## src/rtl/chg_irq_pkg.sv

```systemverilog
package chg_irq_pkg;
  localparam int DEF_BANKS   = 5;
  localparam int DEF_BANK_W  = 8;
  localparam int SYNC_STAGES = 2;

  function automatic int sel_width(input int banks);
    return (banks > 1) ? $clog2(banks) : 1;
  endfunction
endpackage

```

## src/rtl/chg_irq_sync.sv

```systemverilog
module chg_irq_sync #(
  parameter int WIDTH  = 8,
  parameter int STAGES = 2
) (
  input  logic             clk,
  input  logic             rst,
  input  logic [WIDTH-1:0] d,
  output logic [WIDTH-1:0] q
);
  logic [WIDTH-1:0] stage [STAGES];

  always_ff @(posedge clk) begin
    if (rst) begin
      for (int i = 0; i < STAGES; i++) stage[i] <= d;
    end else begin
      stage[0] <= d;
      for (int i = 1; i < STAGES; i++) stage[i] <= stage[i-1];
    end
  end

  assign q = stage[STAGES-1];
endmodule

```

## src/rtl/chg_irq_bank.sv

```systemverilog
module chg_irq_bank #(
  parameter int BANK_W = 8
) (
  input  logic              clk,
  input  logic              rst,
  input  logic [BANK_W-1:0] pin_raw,
  input  logic [BANK_W-1:0] pin_sync,
  input  logic [BANK_W-1:0] dir_in,
  input  logic [BANK_W-1:0] int_mask,
  input  logic              rd_hit,
  output logic [BANK_W-1:0] snap,
  output logic              flag
);
  logic [BANK_W-1:0] differs;

  always_ff @(posedge clk) begin
    if (rst)         snap <= pin_raw;
    else if (rd_hit) snap <= pin_sync;
  end

  always_comb begin
    differs = (pin_sync ^ snap) & dir_in & ~int_mask;
    flag    = |differs;
  end
endmodule

```

## src/rtl/chg_irq_out.sv

```systemverilog
module chg_irq_out #(
  parameter int BANKS = 5
) (
  input  logic             clk,
  input  logic             rst,
  input  logic [BANKS-1:0] bank_flag,
  input  logic [BANKS-1:0] bank_read,
  output logic             int_drive_low
);
  logic req_next;

  always_comb req_next = |(bank_flag & ~bank_read);

  always_ff @(posedge clk) begin
    if (rst) int_drive_low <= 1'b0;
    else     int_drive_low <= req_next;
  end
endmodule

```

## src/rtl/chg_irq_gen.sv

```systemverilog
module chg_irq_gen
  import chg_irq_pkg::*;
#(
  parameter int BANKS  = DEF_BANKS,
  parameter int BANK_W = DEF_BANK_W,
  parameter int N_PINS = BANKS * BANK_W,
  parameter int BSEL_W = sel_width(BANKS)
) (
  input  logic              clk,
  input  logic              rst,
  input  logic [N_PINS-1:0] pin_i,
  input  logic [N_PINS-1:0] dir_in,
  input  logic [N_PINS-1:0] int_mask,
  input  logic              rd_strobe,
  input  logic [BSEL_W-1:0] rd_bank,
  output logic              int_drive_low
);
  logic [N_PINS-1:0] pin_sync;
  logic [N_PINS-1:0] snap_all;
  logic [BANKS-1:0]  bank_flag;
  logic [BANKS-1:0]  bank_read;

  chg_irq_sync #(.WIDTH(N_PINS), .STAGES(SYNC_STAGES)) u_sync (
    .clk (clk),
    .rst (rst),
    .d   (pin_i),
    .q   (pin_sync)
  );

  for (genvar b = 0; b < BANKS; b++) begin : g_bank
    localparam int LO = b * BANK_W;
    assign bank_read[b] = rd_strobe && (rd_bank == BSEL_W'(b));

    chg_irq_bank #(.BANK_W(BANK_W)) u_bank (
      .clk      (clk),
      .rst      (rst),
      .pin_raw  (pin_i[LO +: BANK_W]),
      .pin_sync (pin_sync[LO +: BANK_W]),
      .dir_in   (dir_in[LO +: BANK_W]),
      .int_mask (int_mask[LO +: BANK_W]),
      .rd_hit   (bank_read[b]),
      .snap     (snap_all[LO +: BANK_W]),
      .flag     (bank_flag[b])
    );
  end

  chg_irq_out #(.BANKS(BANKS)) u_out (
    .clk           (clk),
    .rst           (rst),
    .bank_flag     (bank_flag),
    .bank_read     (bank_read),
    .int_drive_low (int_drive_low)
  );
endmodule

```

## config.mk

```make
export PLATFORM = sky130hd
export DESIGN_NAME = chg_irq_gen
export DESIGN_NICKNAME = d
export VERILOG_FILES = /design/src/rtl/chg_irq_pkg.sv /design/src/rtl/chg_irq_sync.sv /design/src/rtl/chg_irq_bank.sv /design/src/rtl/chg_irq_out.sv /design/src/rtl/chg_irq_gen.sv
export SDC_FILE = /design/constraint.sdc
export NUM_CORES = 1
export LEC_CHECK = 0
export CAP_MARGIN = 20
export CELL_PAD_IN_SITES_DETAIL_PLACEMENT = 0
export CELL_PAD_IN_SITES_GLOBAL_PLACEMENT = 1
export CORE_MARGIN = 5
export CORE_UTILIZATION = 47
export DETAILED_ROUTE_END_ITERATION = 8
export DONT_BUFFER_PORTS = 1
export GPL_TIMING_DRIVEN = 0
export MAX_ROUTING_LAYER = met4
export PLACE_DENSITY_LB_ADDON = 0.1
export SKIP_CTS_REPAIR_TIMING = 1
export SYNTH_ARGS = -nofsm -noshare
export SYNTH_HDL_FRONTEND = slang
export SYNTH_SLANG_ARGS = --single-unit
```

## constraint.sdc

```tcl
create_clock -name clk -period 2.2 [get_ports clk]
set_input_delay 0.55 -clock clk [delete_from_list [all_inputs] [get_ports clk]]
set_output_delay 0.55 -clock clk [all_outputs]
set_load 0.1 [all_outputs]
```

==> results.toml <==
[sta]
post-route-period-util_pct = 91.3
rsz0062_at_grt = "no"
slew_viol_final = 0
worst_slack_ns = 0.191
clock-skew-final_ns = 0.00603
finalSetupViolCount = 0
clock.fmax_mhz = 498
slew_headroom_pct = 35.9
hold_viol = 0
setup_tns_ns = 0
worstMarginPinSlew_ns = 0.960
min_period_ns = 2.01

[clock_network]
clock-sinks = 121
cts-root-buf = "clkbuf_8"
cts_tree = "done"
htreeDepth = 4
clkLatencyLatePin_ns = 0.50
cts.clk_slew.worst_paths_ns = 0.06
ctsLongestPathBuffers = 2
cts_buffers = 17

[drt]
first_pass_iters = 4
drt_iter0_drc = 96
vias_per_cell = 4.77
detail-route-antenna-nets = 0
dr_total_vias = 2931
wl_um = 9120
drc = 0
post_drt_wl_per_cell_um = 14.9

[setup_path]
reg2reg_depth = 5
cp-start-kind = "flip-flop"
arrival_ns = 1.46
path_class = "flip-flop to primary output"
endpoint_kind = "primary output"
critPathRequiredTime_ns = 1.65
timing.rr.end = "u_out.int_drive_low"
timing.rr.start = "g_bank[1].u_bank.snap[0]"
reg2reg_slack_ns = 0.63
cp_max_fo = 1

[synthesis]
synthCells = 448
syn_area_um2 = 4580
synth.distinct_cells = 23
syn_nets = 574
ys_ff_latch = 121
yosys_warnings = 0
yosysSeqAreaShare_pct = 61.6
avgSynthCellArea_um2 = 10.2

[global_route]
grt_max_degree = 17
antenna_found_initial = 0
groute.usage.overall_pct = 16.6
grt_pass1_vias = 2969
overflow = 0
grt_pass1_wl_um = 14300

[floorplanning]
dieHeight_um = 109
dieArea_um2 = 11800
chipWidth_um = 109
core_um2 = 9640
rows = 36
ios = 127
start_util_pct = 47.5

[power]
ir_worst_vdd_v = 0.000503
leakagePower_uw = 0.00231
power_density_nw_per_um2 = 1060

[placed_design]
dp_hpwl_um = 6690
gp_congestion = 0.769
dp_slack_ns = 0.139
post_dp_cell_area_um2 = 4750
port_buffers = 0
dp_cells = 582

[min_path]
holdPathEnd = "u_sync.stage[0][30]"
hold_class = "primary input to flip-flop"
min-delay-start = "pin_i[30]"
hold_path_depth = 0

[cells_and_area]
n_fill_cell = 924
finish.instance_area_um2 = 5360
diodes = 0
layout-drive-gt1-share_pct = 8.52
fin_cells = 614
multiInputGateArea_um2 = 1360
register_area_um2 = 2820
syn_to_final_growth_pct = 16.9
layout.nets = 594

[job]
maxCapViolations = 0

[status]
status = "finished clean"
cell families (layout without fill, tap and decap cells):
kind of cell,Yosys count,after routing,share of synthesized area [%]
simple gates,88,88,10.4
compound gates,95,95,11.6
xor+xnor,40,40,7.65
buf+inv,104,137,8.68
flops,121,121,61.6
sequential cells by signal, summed over array words and instances (netlist names):
name                 count
g_bank.u_bank.snap      40
u_sync.stage            80
u_out.int_drive_low      1
stage by stage:
stage	power (uW)	utilization, %	hold WS (ns)
2_1_floorplan	2880	-	0.415
3_3_place_gp	2970	49.3	0.416
3_5_place_dp	2980	49.3	0.422
4_1_cts	5740	55.6	0.0434
5_1_grt	5920	55.6	0.0327
6_report	5690	55.6	0.0624
cell usage after synthesis:
library cell / instances / area, um^2
o22a_1: 1 / 8.76
a41oi_2: 1 / 16.3
or2_2: 3 / 18.8
nand3b_1: 18 / 135
o21ai_0: 81 / 405
nand2b_1: 9 / 56.3
o32ai_1: 9 / 78.8
nor3b_1: 7 / 52.6
nand2_1: 42 / 158
buf_2: 6 / 30.0
nor3_1: 1 / 5.00
edfxtp_1: 40 / 1200
xnor2_1: 21 / 184
inv_1: 90 / 338
dfxtp_1: 81 / 1620
clkbuf_1: 8 / 30.0
nand4b_1: 1 / 8.76
a31oi_1: 1 / 6.26
nor4_1: 3 / 18.8
nand4_1: 4 / 25.0
o31ai_1: 1 / 7.51
xor2_1: 19 / 166
a41o_1: 1 / 10.0
final cells by class:
class                      count  area share, %
buffer                        14           1.12
clock buffer                  20           8.13
clock inverter                12           3.11
inverter                      90           6.31
multi-input combinational    223           25.4
sequential                   121           52.7
tap                          133           3.11
timing repair buffer           1         0.0935
where the power goes:
part	leakage, uW	internal (uW)	switching (uW)
Clock	0.000287	1770	996
Combinational	0.000942	161	202
Sequential	0.00108	2490	78.7
how the worst max path moves through the flow:
stage                              startpoint                       end  cells after the start  slack [ns]
final                     u_out.int_drive_low             int_drive_low                      0        0.19
after detailed placement                  rst  g_bank[2].u_bank.snap[0]                      6        0.14
after CTS                 u_out.int_drive_low             int_drive_low                      0        0.16
after global placement             rd_bank[1]  g_bank[2].u_bank.snap[0]                      2         0.1
after global routing      u_out.int_drive_low             int_drive_low                      0        0.16
after floorplan                           rst  g_bank[2].u_bank.snap[0]                      5        0.50
cells in the final DEF (no fill, tap or decap):
| cell | n |
|---|---|
| xor2_1 | 19 |
| o31ai_1 | 1 |
| clkinv_4 | 4 |
| o32ai_1 | 9 |
| nand3b_1 | 18 |
| nor3_1 | 1 |
| clkbuf_16 | 16 |
| clkbuf_8 | 2 |
| nor4_1 | 3 |
| nand2b_1 | 9 |
| a41oi_2 | 1 |
| inv_1 | 90 |
| bufinv_16 | 3 |
| nand2_1 | 42 |
| buf_2 | 7 |
| a41o_1 | 1 |
| nand4_1 | 4 |
| dfxtp_1 | 81 |
| clkinvlp_4 | 2 |
| or2_2 | 3 |
| o21ai_0 | 81 |
| edfxtp_1 | 40 |
| xnor2_1 | 21 |
| nor3b_1 | 7 |
| clkbuf_1 | 10 |
| a31oi_1 | 1 |
| o22a_1 | 1 |
| inv_6 | 3 |
| nand4b_1 | 1 |
routing by layer:
metal  vias up  global-route usage, %  wire, um
li1       1508                      -         -
met1      1321                   20.8      4160
met2        95                   25.2      4280
met3         7                   5.62       613
met4         0                   5.95        73
met5         -                      -         0
Note: power is estimated with default switching activity, not from simulation.
